<file path="config.mk">
export PLATFORM = sky130hd
export DESIGN_NAME = wdg_interval_timer
export DESIGN_NICKNAME = d
export VERILOG_FILES = /design/src/rtl/wit_pkg.sv /design/src/rtl/wit_bus_port.sv /design/src/rtl/wit_prescaler.sv /design/src/rtl/wit_core.sv /design/src/rtl/wdg_interval_timer.sv
export SDC_FILE = /design/constraint.sdc
export NUM_CORES = 1
export LEC_CHECK = 0
export BUFFER_PORTS_ARGS = -buffer_cell sky130_fd_sc_hd__buf_2
export CORE_ASPECT_RATIO = 0.5
export CORE_UTILIZATION = 35
export CTS_BUF_LIST = sky130_fd_sc_hd__clkbuf_4
export DETAILED_ROUTE_END_ITERATION = 10
export SETUP_SLACK_MARGIN = 0.5
export SLEW_MARGIN = 40
export SYNTH_ARGS = -nofsm -noshare
export SYNTH_HDL_FRONTEND = slang
export SYNTH_SLANG_ARGS = --single-unit
</file>
<file path="constraint.sdc">
create_clock -name clk -period 6.2 [get_ports clk]
set_clock_uncertainty 0.05 [all_clocks]
set_input_delay 0.62 -clock clk [delete_from_list [all_inputs] [get_ports clk]]
set_output_delay 0.62 -clock clk [all_outputs]
set_load 0.02 [all_outputs]
</file>
<file path="src/rtl/wit_pkg.sv">
package wit_pkg;
  localparam int unsigned REG_W = 8;

  typedef enum logic [1:0] {
    SZ_BYTE = 2'd0,
    SZ_WORD = 2'd1,
    SZ_LONG = 2'd2
  } bus_size_e;

  // log2 of the division ratio chosen by each select code
  function automatic int unsigned div_log2(input logic [2:0] sel);
    case (sel)
      3'd0:    return 1;
      3'd1:    return 6;
      3'd2:    return 7;
      3'd3:    return 8;
      3'd4:    return 9;
      3'd5:    return 10;
      3'd6:    return 12;
      default: return 13;
    endcase
  endfunction
endpackage

</file>
<file path="src/rtl/wit_bus_port.sv">
module wit_bus_port
  import wit_pkg::*;
#(
  parameter int unsigned ACCESS_CYC = 3,
  parameter logic [7:0]  KEY_CTL    = 8'hA5,
  parameter logic [7:0]  KEY_CNT    = 8'h5A
) (
  input  logic             clk,
  input  logic             rst_n,
  input  logic             req_i,
  input  logic             we_i,
  input  logic [1:0]       size_i,
  input  logic [1:0]       addr_i,
  input  logic [15:0]      wdata_i,
  output logic             ack_o,
  output logic [REG_W-1:0] rdata_o,
  input  logic [REG_W-1:0] ctl_byte_i,
  input  logic [REG_W-1:0] cnt_i,
  input  logic [REG_W-1:0] rst_byte_i,
  output logic             wr_ctl_o,
  output logic             wr_cnt_o,
  output logic             wr_rst_o,
  output logic [REG_W-1:0] wbyte_o,
  output logic             rd_ctl_o,
  output logic             rd_rst_o
);
  localparam int unsigned PH_W = (ACCESS_CYC > 2) ? $clog2(ACCESS_CYC) : 1;
  localparam logic [PH_W-1:0] PH_LAST = PH_W'(ACCESS_CYC - 1);

  logic [PH_W-1:0] phase;
  logic            word_wr, byte_rd;
  logic [7:0]      key;

  assign ack_o = req_i && (phase == PH_LAST);

  always_ff @(posedge clk or negedge rst_n) begin
    if (!rst_n)      phase <= '0;
    else if (ack_o)  phase <= '0;
    else if (req_i)  phase <= phase + 1'b1;
    else             phase <= '0;
  end

  assign key     = wdata_i[15:8];
  assign word_wr = ack_o && we_i && (size_i == SZ_WORD);
  assign byte_rd = ack_o && !we_i && (size_i == SZ_BYTE);

  assign wr_ctl_o = word_wr && (addr_i == 2'd0) && (key == KEY_CTL);
  assign wr_cnt_o = word_wr && (addr_i == 2'd0) && (key == KEY_CNT);
  assign wr_rst_o = word_wr && (addr_i == 2'd2) && (key == KEY_CTL);
  assign wbyte_o  = wdata_i[7:0];
  assign rd_ctl_o = byte_rd && (addr_i == 2'd0);
  assign rd_rst_o = byte_rd && (addr_i == 2'd3);

  always_comb begin
    rdata_o = '0;
    if (byte_rd) begin
      case (addr_i)
        2'd0:    rdata_o = ctl_byte_i;
        2'd1:    rdata_o = cnt_i;
        2'd3:    rdata_o = rst_byte_i;
        default: rdata_o = '0;
      endcase
    end
  end

  // acknowledge only after the request was held, and never twice in a row
  a_r2_req_held: assert property (@(posedge clk) disable iff (!rst_n)
    ack_o |-> ($past(req_i) && $past(req_i, 2)));
  a_r2_single_ack: assert property (@(posedge clk) disable iff (!rst_n)
    ack_o |=> !ack_o);
  // non-word writes reach no register
  a_r3_no_narrow_write: assert property (@(posedge clk) disable iff (!rst_n)
    (ack_o && we_i && (size_i != SZ_WORD)) |-> !(wr_ctl_o || wr_cnt_o || wr_rst_o));
  // wide reads carry no data
  a_r5_wide_read_zero: assert property (@(posedge clk) disable iff (!rst_n)
    (ack_o && !we_i && (size_i != SZ_BYTE)) |-> (rdata_o == '0));
endmodule

</file>
<file path="src/rtl/wit_prescaler.sv">
module wit_prescaler
  import wit_pkg::*;
#(
  parameter int unsigned PSC_W = 13
) (
  input  logic       clk,
  input  logic       rst_n,
  input  logic       en_i,
  input  logic [2:0] sel_i,
  output logic       tick_o
);
  logic [PSC_W-1:0] psc;
  logic [PSC_W-1:0] mask;

  always_comb begin
    mask = '0;
    for (int i = 0; i < PSC_W; i++) begin
      if (i < int'(div_log2(sel_i))) mask[i] = 1'b1;
    end
  end

  always_ff @(posedge clk or negedge rst_n) begin
    if (!rst_n)     psc <= '0;
    else if (!en_i) psc <= '0;
    else            psc <= psc + 1'b1;
  end

  assign tick_o = en_i && ((psc & mask) == mask);

  // a disabled prescaler stays at zero
  a_r6_psc_idle: assert property (@(posedge clk) disable iff (!rst_n)
    (!$past(en_i)) |-> (psc == '0));
endmodule

</file>
<file path="src/rtl/wit_core.sv">
module wit_core
  import wit_pkg::*;
#(
  parameter int unsigned PULSE_CYC = 128
) (
  input  logic             clk,
  input  logic             rst_n,
  input  logic             wr_ctl_i,
  input  logic             wr_cnt_i,
  input  logic             wr_rst_i,
  input  logic [REG_W-1:0] wbyte_i,
  input  logic             rd_ctl_i,
  input  logic             rd_rst_i,
  input  logic             tick_i,
  output logic             en_o,
  output logic [2:0]       sel_o,
  output logic [REG_W-1:0] ctl_byte_o,
  output logic [REG_W-1:0] cnt_o,
  output logic [REG_W-1:0] rst_byte_o,
  output logic             irq_o,
  output logic             wdog_ovf_n_o
);
  localparam int unsigned PW = $clog2(PULSE_CYC + 1);
  localparam logic [REG_W-1:0] CNT_MAX = '1;

  logic             ctl_flag, mode_wd, en, ctl_arm;
  logic [2:0]       sel;
  logic [REG_W-1:0] cnt;
  logic             rst_flag, rst_b6, rst_b5, rst_arm;
  logic [PW-1:0]    pcnt;
  logic             adv, ovf_evt, clr_cnt;

  assign clr_cnt = wr_ctl_i && !wbyte_i[5];
  assign adv     = en && tick_i && !wr_ctl_i && !wr_cnt_i;
  assign ovf_evt = adv && (cnt == CNT_MAX);

  always_ff @(posedge clk or negedge rst_n) begin
    if (!rst_n)        cnt <= '0;
    else if (clr_cnt)  cnt <= '0;
    else if (wr_cnt_i) cnt <= wbyte_i;
    else if (adv)      cnt <= cnt + 1'b1;
  end

  always_ff @(posedge clk or negedge rst_n) begin
    if (!rst_n) begin
      mode_wd <= 1'b0;
      en      <= 1'b0;
      sel     <= 3'd0;
    end else if (wr_ctl_i) begin
      mode_wd <= wbyte_i[6];
      en      <= wbyte_i[5];
      sel     <= wbyte_i[2:0];
    end
  end

  always_ff @(posedge clk or negedge rst_n) begin
    if (!rst_n) begin
      ctl_flag <= 1'b0;
      ctl_arm  <= 1'b0;
    end else begin
      if (ovf_evt)                             ctl_flag <= 1'b1;
      else if (wr_ctl_i && ctl_arm && !wbyte_i[7]) ctl_flag <= 1'b0;
      if (wr_ctl_i)                            ctl_arm <= 1'b0;
      else if (rd_ctl_i && ctl_flag)           ctl_arm <= 1'b1;
    end
  end

  always_ff @(posedge clk or negedge rst_n) begin
    if (!rst_n) begin
      rst_flag <= 1'b0;
      rst_b6   <= 1'b0;
      rst_b5   <= 1'b0;
      rst_arm  <= 1'b0;
    end else begin
      if (ovf_evt && mode_wd)                      rst_flag <= 1'b1;
      else if (wr_rst_i && rst_arm && !wbyte_i[7]) rst_flag <= 1'b0;
      if (wr_rst_i) begin
        rst_b6  <= wbyte_i[6];
        rst_b5  <= wbyte_i[5];
        rst_arm <= 1'b0;
      end else if (rd_rst_i && rst_flag) begin
        rst_arm <= 1'b1;
      end
    end
  end

  always_ff @(posedge clk or negedge rst_n) begin
    if (!rst_n)                  pcnt <= '0;
    else if (ovf_evt && mode_wd) pcnt <= PW'(PULSE_CYC);
    else if (pcnt != '0)         pcnt <= pcnt - 1'b1;
  end

  assign en_o         = en;
  assign sel_o        = sel;
  assign cnt_o        = cnt;
  assign ctl_byte_o   = {ctl_flag, mode_wd, en, 2'b11, sel};
  assign rst_byte_o   = {rst_flag, rst_b6, rst_b5, 5'h1F};
  assign irq_o        = ctl_flag && !mode_wd;
  assign wdog_ovf_n_o = (pcnt == '0);

  // without a write the counter only ever steps by one
  a_r6_single_step: assert property (@(posedge clk) disable iff (!rst_n)
    ((cnt != $past(cnt)) && !$past(wr_ctl_i) && !$past(wr_cnt_i))
      |-> (cnt == $past(cnt) + 1'b1));
  // a disabled counter holds
  a_r7_stopped: assert property (@(posedge clk) disable iff (!rst_n)
    (!en && !$past(en) && !$past(wr_cnt_i) && !$past(wr_ctl_i)) |-> $stable(cnt));
  // pulse start coincides with both flags set
  a_r10_pulse_flags: assert property (@(posedge clk) disable iff (!rst_n)
    $fell(wdog_ovf_n_o) |-> (ctl_flag && rst_flag));
  // the flag falls only through an armed control write
  a_r11_clear_path: assert property (@(posedge clk) disable iff (!rst_n)
    $fell(ctl_flag) |-> ($past(wr_ctl_i) && $past(ctl_arm)));
endmodule

</file>
<file path="src/rtl/wdg_interval_timer.sv">
module wdg_interval_timer
  import wit_pkg::*;
#(
  parameter int unsigned ACCESS_CYC = 3,
  parameter int unsigned PSC_W      = 13,
  parameter int unsigned PULSE_CYC  = 128
) (
  input  logic        clk,
  input  logic        rst_n,
  input  logic        bus_req,
  input  logic        bus_we,
  input  logic [1:0]  bus_size,
  input  logic [1:0]  bus_addr,
  input  logic [15:0] bus_wdata,
  output logic        bus_ack,
  output logic [7:0]  bus_rdata,
  output logic        wdog_ovf_n,
  output logic        tmr_irq
);
  logic             wr_ctl, wr_cnt, wr_rst, rd_ctl, rd_rst, tick, en;
  logic [2:0]       sel;
  logic [REG_W-1:0] wbyte, ctl_byte, cnt, rst_byte;

  wit_bus_port #(.ACCESS_CYC(ACCESS_CYC)) u_port (
    .clk(clk), .rst_n(rst_n), .req_i(bus_req), .we_i(bus_we),
    .size_i(bus_size), .addr_i(bus_addr), .wdata_i(bus_wdata),
    .ack_o(bus_ack), .rdata_o(bus_rdata),
    .ctl_byte_i(ctl_byte), .cnt_i(cnt), .rst_byte_i(rst_byte),
    .wr_ctl_o(wr_ctl), .wr_cnt_o(wr_cnt), .wr_rst_o(wr_rst),
    .wbyte_o(wbyte), .rd_ctl_o(rd_ctl), .rd_rst_o(rd_rst)
  );

  wit_prescaler #(.PSC_W(PSC_W)) u_psc (
    .clk(clk), .rst_n(rst_n), .en_i(en), .sel_i(sel), .tick_o(tick)
  );

  wit_core #(.PULSE_CYC(PULSE_CYC)) u_core (
    .clk(clk), .rst_n(rst_n), .wr_ctl_i(wr_ctl), .wr_cnt_i(wr_cnt),
    .wr_rst_i(wr_rst), .wbyte_i(wbyte), .rd_ctl_i(rd_ctl), .rd_rst_i(rd_rst),
    .tick_i(tick), .en_o(en), .sel_o(sel), .ctl_byte_o(ctl_byte),
    .cnt_o(cnt), .rst_byte_o(rst_byte), .irq_o(tmr_irq),
    .wdog_ovf_n_o(wdog_ovf_n)
  );
endmodule

</file>
**Word-level counts from Yosys, hierarchy flattened**

Index checks and enable logic that the tools add are counted.

- Bitwise gates (word level): 1
- $lt $le $gt $ge: 13
- Equal/unequal tests: 15
- Reduce and logical (&&, ||, !) cells: 43
- Muxes and demuxes: 32
- Add/subtract/negate cells: 4

Operator list:

| cell | number |
|---|---|
| 8-bit two-way mux | 6 |
| 4-bit one-hot mux with 7 select lines | 1 |
| 1-bit logical AND | 26 |
| 8-bit one-hot mux with 3 select lines | 1 |
| 1-bit two-way mux | 21 |
| 4-bit < comparator, first input constant | 5 |
| 8-bit == test, second input constant | 2 |
| 3-bit by 4-bit < comparator with 1-bit output, first input constant | 4 |
| 13-bit by 1-bit adder with 13-bit output, second input constant | 1 |
| 13-bit AND | 1 |
| 13-bit == test | 1 |
| 13-bit two-way mux | 1 |
| 2-bit nonzero test | 5 |
| 3-bit == test, second input constant | 3 |
| 8-bit by 1-bit adder with 8-bit output, second input constant | 1 |
| 8-bit by 7-bit == test with 1-bit output, second input constant | 1 |
| 8-bit logical NOT | 1 |
| 1-bit by 4-bit < comparator with 1-bit output, first input constant | 2 |
| 2-bit by 4-bit < comparator with 1-bit output, first input constant | 2 |
| 8-bit nonzero test | 1 |
| 8-bit by 1-bit subtractor with 8-bit output, second input constant | 1 |
| 2-bit == test, second input constant | 3 |
| 3-bit by 2-bit == test with 1-bit output, second input constant | 2 |
| 1-bit logical NOT | 6 |
| 7 further kinds | 10 |

- Bits in registers: 42
- Input port bits: 24

**Depth between registers and ports, before layout**

Gate-level depths: netlist of run 1.

- Word-level depth: 13
- Mapped depth: 9
- Mapped depth without buffers: 8

**By module**

From an unflattened synthesis of run 1, not the netlist that was laid out.

- Cell total of the unflattened synthesis: 293
- Area, all modules: 2,687.6 um2

Modules (own cells, without submodules):

| module | times used | cells an instance | area an instance (um2) |
|---|---|---|---|
| wit_core | 1 | 158 | 1,481.4 |
| wit_prescaler | 1 | 68 | 693.2 |
| wit_bus_port | 1 | 67 | 513.0 |

**Least setup slack after synthesis of run 1**

OpenSTA, ideal clock, no wires.

- Path type: input -> output
- Start point: input bus_size[1]
- End point: output bus_rdata[3]
- Buffers on the path: 1
- Data arrival time: 1.814 ns
- Stages: 4
- Setup slack: 3.716 ns
- Required time: 5.530 ns
- Cell sequence: nand3b_1 or3_1 clkbuf_1 nor3_1

- Cells in the longest elaborated chain, start to end: 3

Ends and longest elaborated chain:

| element | RTL line | source |
|---|---|---|
| start: declaration | wdg_interval_timer.sv:12 | `input logic [1:0] bus_size,` |
| 2-bit logical NOT | wit_bus_port.sv:45 | `assign byte_rd = ack_o && !we_i && (size_i == SZ_BYTE);` |
| 1-bit logical AND | wit_bus_port.sv:45 |  |
| 8-bit two-way mux | wit_bus_port.sv:56 | `if (byte_rd) begin` |
| end: declaration | wdg_interval_timer.sv:16 | `output logic [7:0] bus_rdata,` |

Every way passes these cells.

**Worst setup path in the final report of run 1**

- Start point: register u_port.phase[0]
- End point: output bus_rdata[4]

- Cells in the longest elaborated chain, start to end: 5

Ends and longest elaborated chain:

| element | RTL line | source |
|---|---|---|
| start: declaration | wit_bus_port.sv:30 | `logic [PH_W-1:0] phase;` |
| start signal: assignment | wit_bus_port.sv:39 | `else if (req_i) phase <= phase + 1'b1;` |
| 2-bit == test | wit_bus_port.sv:34 | `assign ack_o = req_i && (phase == PH_LAST);` |
| 1-bit logical AND | wit_bus_port.sv:34 |  |
| 1-bit logical AND (2 in series) | wit_bus_port.sv:45 |  |
| 8-bit two-way mux | wit_bus_port.sv:56 |  |

Every way passes these cells.

==> results.yml, run 1 <==
status:
  status: "completed"
place:
  gp_routability_congestion: 0.838
  port_buffers: 34
  dpl.hpwl_mm: 3.83
  placed_area_mm2: 0.00264
  place_inst: 369
floorplanning:
  dieArea_mm2: 0.00716
  num_rows: 20
  ios: 35
  initial_core_util_pct: 37.8
  core_area_mm2: 0.00631
  die_height_um: 60.3
  die_x_um: 119
global_route:
  grt.total_usage_pct: 16.3
  grt_antenna_before_repair: 0
  grt_pass1_wl_mm: 9.06
  grt_pass1_vias: 1979
  grt_max_degree: 43
  overflow: 0
run:
  drv_cap: 0
worst_setup_path:
  arrival_ns: 2.17
  r2r_end: "u_core.cnt_o[3]"
  r2r-start: "u_psc.psc[4]"
  cp_max_fo: 8
  crit_chain: "inv_1, ha_1, nand3b_1, or3_1, nor3_1, buf_2"
  r2r_setup_slack_ns: 3.71
  start_kind: "register"
  crit_type: "register to output port"
  startpoint: "u_port.phase[0]"
  worst_setup_path_end_kind: "output port"
  max_stage_delay_ns: 0.52
  critPathSlowestCell: "or3_1"
  worstPathRequired_ns: 5.53
  reg2regPathDepth: 6
clock_tree:
  clk_pin_slew_ns: 0.12
  cts_made_buffers: 5
  htreeDepth: 2
  cts_tree: "yes"
  cts_setup_buffers: 0
  hold_buffers: 0
  cts-resized-gates: 0
  root_buffer: "clkbuf_4"
  insertion_delay_ns: 0.36
  cts_max_path_buffers: 2
  clock-sinks: 42
power_and_ir_drop:
  powerDensity_mw_per_mm2: 167
  p_leak_nw: 1.16
  vdd_drop_max_mv: 0.0746
finish:
  multiInputGateArea_mm2: 0.00127
  n_fill_cell: 639
  ff_latch_area_mm2: 0.00105
  stdcell_count: 377
  nets: 317
  antenna_cells: 0
  final_cell_mix: "dfrtp_1, buf_2, nor2_1"
  drive_gt1_share_pct: 18.3
  final_common_cell: "dfrtp_1"
  final_area_mm2: 0.00269
  syn2layout_area_growth_pct: 13.0
routing:
  initialDrtViolationCount: 95
  firstDrtPassIters: 4
  wirelength_mm: 5.22
  num_vias: 1955
  drc: 0
  wl_per_cell_um: 13.8
  antenna_left: 0
  viasPerCell: 5.19
sta:
  rsz0062_at_grt: "false"
  period_share_pct: 45.8
  slew_viol_final: 0
  timing.fmax_mhz: 352
  timing_hold_violations_final: 0
  worstMarginPinSlew_ns: 0.558
  setup_viol: 0
  fin_crit_ns: 2.84
  max_slew_margin_pct: 62.5
  tns_ns: 0
synth:
  syn_inst: 254
  synth.distinct_cells: 44
  synth_seq_area_share_pct: 44.1
  synth_warnings: 0
  synth_area_mm2: 0.00238
  ys_seq_elements: 42
  syn_nets: 283
  avgSynthCellArea_um2: 9.37
min_path:
  worstHoldPathType: "input port to async pin"
-- sequential cells by signal (all words and copies together) (netlist names) --
register / count
u_core.rst_flag: 1
u_core.mode_wd: 1
u_core.rst_b6: 1
u_core.en_o: 1
u_core.rst_b5: 1
u_core.ctl_flag: 1
u_psc.psc: 13
u_core.pcnt: 8
u_core.cnt_o: 8
u_port.phase: 2
u_core.sel_o: 3
u_core.rst_arm: 1
u_core.ctl_arm: 1
-- per-layer routing --
metal	vias to the layer above	part of all wire, %	GRT usage [%]
li1	969	-	-
met1	951	45	19.1
met2	26	48	28.5
met3	9	4.5	5.15
met4	0	1.6	6.87
met5	-	0	0
-- synth_stat cells, drive strengths merged --
cell / n / area, µm²
dfrtp: 42 / 1050
nor2: 29 / 109
o21ai: 18 / 90.1
nand3: 16 / 85.1
and2: 12 / 75.1
nand2: 12 / 45.0
xnor2: 11 / 96.3
a21oi: 9 / 45.0
inv: 9 / 33.8
nor3: 8 / 51.3
a31oi: 7 / 43.8
mux2: 7 / 78.8
xor2: 7 / 61.3
clkbuf: 6 / 22.5
or3: 6 / 37.5
ha: 5 / 62.6
nand2b: 5 / 31.3
a21boi: 4 / 33.8
mux2i: 4 / 40.0
nor2b: 4 / 25.0
nor4: 4 / 25.0
nand3b: 3 / 22.5
nand4: 3 / 18.8
nand4b: 3 / 26.3
nor4bb: 3 / 30.0
a211oi: 2 / 15.0
and3: 2 / 12.5
a211o: 1 / 8.76
a21o: 1 / 7.51
a41oi: 1 / 8.76
and4: 1 / 8.76
buf: 1 / 5.00
nand4bb: 1 / 11.3
o31ai: 1 / 7.51
o41a: 1 / 11.3
or2: 1 / 6.26
or3b: 1 / 8.76
or4: 1 / 7.51
or4b: 1 / 10.0
or4bb: 1 / 11.3
-- critical path: cells and delay by family, from the launching register on --
family / cells / cell delay, ns
simple gates: 3 / 0.96
fa+ha+maj: 1 / 0.18
buf+inv: 2 / 0.26
flops: 1 / 0.41
-- report_power, final --
group	total [W]	internal, W	switching [W]	leakage, nW
registers	0.000281	0.000278	0.00000224	0.527
clock network	0.000135	0.0000471	0.0000884	0.0331
logic	0.0000340	0.0000139	0.0000202	0.599
-- kinds of logic after synthesis --
family | share of synthesized area, %
compound gates | 11.4
mux | 4.99
simple gates | 27.6
flops | 44.1
xor+xnor | 6.62
buf+inv | 2.57
fa+ha+maj | 2.63
-- worst max path at each step --
stage | endpoint | depth (start not counted)
2_1_floorplan | bus_rdata[3] | 4
3_5_place_dp | u_core.cnt_o[4] | 7
5_1_grt | bus_rdata[3] | 6
3_3_place_gp | u_core.cnt_o[4] | 7
6_report | bus_rdata[4] | 6
4_1_cts | bus_rdata[4] | 6
-- layout make-up --
class / count / share of cell area, %
Clock buffer: 6 / 1.67
Clock inverter: 2 / 0.326
Inverter: 9 / 1.26
Multi-Input combinational cell: 196 / 47.2
Sequential cell: 42 / 39.1
Tap cell: 88 / 4.09
Timing Repair Buffer: 34 / 6.42
-- per-stage QoR --
stage                     util, %  power, W  setup WS [ns]  hold WS [ns]
after floorplan                 -  0.000301           3.72         0.274
after global placement       41.8  0.000319           3.45         0.363
after detailed placement     41.8  0.000321           3.38         0.380
after CTS                    42.7  0.000458           3.37         0.197
after global routing         42.7  0.000478           3.20         0.198
final                        42.7  0.000450           3.36         0.179
Note: power is estimated with default switching activity, not from simulation.
==> run 2: changes to the inputs <==
==> constraint.sdc (replaced) <==
create_clock -name clk -period 2.9 [get_ports clk]
set_clock_uncertainty 0.05 [all_clocks]
set_input_delay 0.29 -clock clk [delete_from_list [all_inputs] [get_ports clk]]
set_output_delay 0.29 -clock clk [all_outputs]
set_load 0.02 [all_outputs]
==> results.yml, run 2 (synthesis results as in run 1) <==
worst_setup_path:
  max_stage_delay_ns: 0.45
  worstPathRequired_ns: 2.56
  reg2regPathDepth: 5
  crit_chain: "inv_1, ha_2, nand3b_1, or3_4, nor3_1, buf_2"
  crit_type: "register to output port"
  start_kind: "register"
  startpoint: "u_port.phase[0]"
  cp_max_fo: 8
  r2r-start: "u_psc.psc[2]"
  cp_top_family: "simple AND/OR/NAND/NOR gates"
  critPathSlowestCell: "or3_4"
  arrival_ns: 2.00
  path_buf_inv: 2
  worst_setup_path_end_kind: "output port"
  worst-path-stages: 6
power_and_ir_drop:
  powerDensity_mw_per_mm2: 342
  vdd_drop_max_mv: 0.133
  power.total_w: 0.000966
  comb_power_share_pct: 8.0
  p_leak_nw: 1.22
  p_int_w: 0.000728
  swShare_pct: 24.7
  clkPwrFrac_pct: 30.0
  switchingPower_w: 0.000239
  pwr-share-seq_pct: 62.0
routing:
  antenna_left: 0
  wl_per_cell_um: 14.3
  initialDrtViolationCount: 74
  firstDrtPassIters: 4
  viasPerCell: 5.27
  drc: 0
  wirelength_mm: 5.58
  num_vias: 2054
finish:
  final_area_mm2: 0.00283
  syn2layout_area_growth_pct: 18.8
  final_common_cell: "dfrtp_1"
  drive_gt1_share_pct: 24.8
  multiInputGateArea_mm2: 0.00130
  fin_util_pct: 44.8
  top_register: "u_psc.psc"
  antenna_cells: 0
  nets: 330
  ff_latch_area_mm2: 0.00105
  final_cell_mix: "dfrtp_1, buf_2, nor2_1"
  n_fill_cell: 656
  largest_reg_flops: 13
place:
  placed_area_mm2: 0.00264
  port_buffers: 34
  gp_routability_congestion: 0.909
  dpl_worst_slack_ns: 0.368
  dpl.hpwl_mm: 3.94
sta:
  fin_crit_ns: 2.34
  worstMarginPinSlew_ns: 0.615
  rsz0062_at_grt: "true"
  period_share_pct: 80.7
  setup_viol: 0
  fin_ws_ns: 0.559
  timing.fmax_mhz: 427
  tns_ns: 0
  slew_viol_final: 0
  timing_hold_violations_final: 0
  max_slew_margin_pct: 58.7
min_path:
  worstHoldPathType: "input port to register"
  min_from: "bus_wdata[0]"
  holdPathStages: 2
clock_tree:
  root_buffer: "clkbuf_4"
  cts_made_buffers: 5
  clk_pin_slew_ns: 0.12
  cts_max_path_buffers: 2
  insertion_delay_ns: 0.34
  htreeDepth: 2
  clock-sinks: 42
  cts_tree: "yes"
global_route:
  grt_max_degree: 43
  grt_antenna_before_repair: 0
  overflow: 0
  grt_pass1_vias: 1992
  grt.total_usage_pct: 16.6
  grt_pass1_wl_mm: 9.23
status:
  status: "completed"
floorplanning:
  die_x_um: 119
  core_area_mm2: 0.00631
  die_height_um: 60.3
  num_rows: 20
  dieArea_mm2: 0.00716
  ios: 35
  initial_core_util_pct: 37.8
run:
  drv_cap: 0
run 2: metal layers:
layer  vias to the layer above  routed length [µm]  part of all wire, %  track usage, %
met5                         -                   0                    0               0
met4                         0                 106                  1.9            5.61
met3                        10                 220                  3.9            4.20
met2                        33                2760                   49            30.2
met1                      1014                2490                   45            19.9
li1                        997                   -                    -               -
run 2: worst paths after layout:
path / endpoint / slack (ns)
worst max-delay path: bus_rdata[3] / 0.56
worst min-delay path: u_core.sel_o[0] / 0.15
worst max register to register: u_core.cnt_o[3] / 0.61
worst min register to register: u_port.phase[0] / 0.38
max in group asynchronous: u_psc.psc[8] / 1.98
min in group asynchronous: u_core.pcnt[3] / 0.43
run 2: cell type report:
| class | count | area share, % |
|---|---|---|
| Multi-Input combinational cell | 196 | 46.1 |
| Sequential cell | 42 | 37.2 |
| Clock buffer | 6 | 1.59 |
| Tap cell | 88 | 3.89 |
| Clock inverter | 2 | 0.310 |
| Timing Repair Buffer | 47 | 9.73 |
| Inverter | 9 | 1.19 |
run 2: power groups by stage:
stage / registers (W) / clock network [W] / logic (W)
2_1_floorplan: 0.000610 / 0 / 0.0000332
3_3_place_gp: 0.000611 / 0 / 0.0000725
3_5_place_dp: 0.000611 / 0 / 0.0000756
4_1_cts: 0.000599 / 0.000301 / 0.0000775
5_1_grt: 0.000601 / 0.000324 / 0.0000888
6_report: 0.000600 / 0.000290 / 0.0000769
run 2: per-stage QoR:
| stage | std cells | hold WS [ns] |
|---|---|---|
| 4_1_cts | 384 | 0.130 |
| 2_1_floorplan | 254 | -0.0556 |
| 5_1_grt | 390 | 0.123 |
| 6_report | 390 | 0.145 |
| 3_3_place_gp | 370 | 0.363 |
| 3_5_place_dp | 370 | 0.267 |
run 2: repair_timing:
| item | 4_1_cts | 5_1_grt |
|---|---|---|
| pin swaps | 1 | 2 |
| hold buffers | 1 | 0 |
| setup endpoints to repair | 18 | 15 |
| resized for setup | 3 | 8 |
| buffers inserted | 5 | 6 |
| hold endpoints to repair | 42 | 0 |
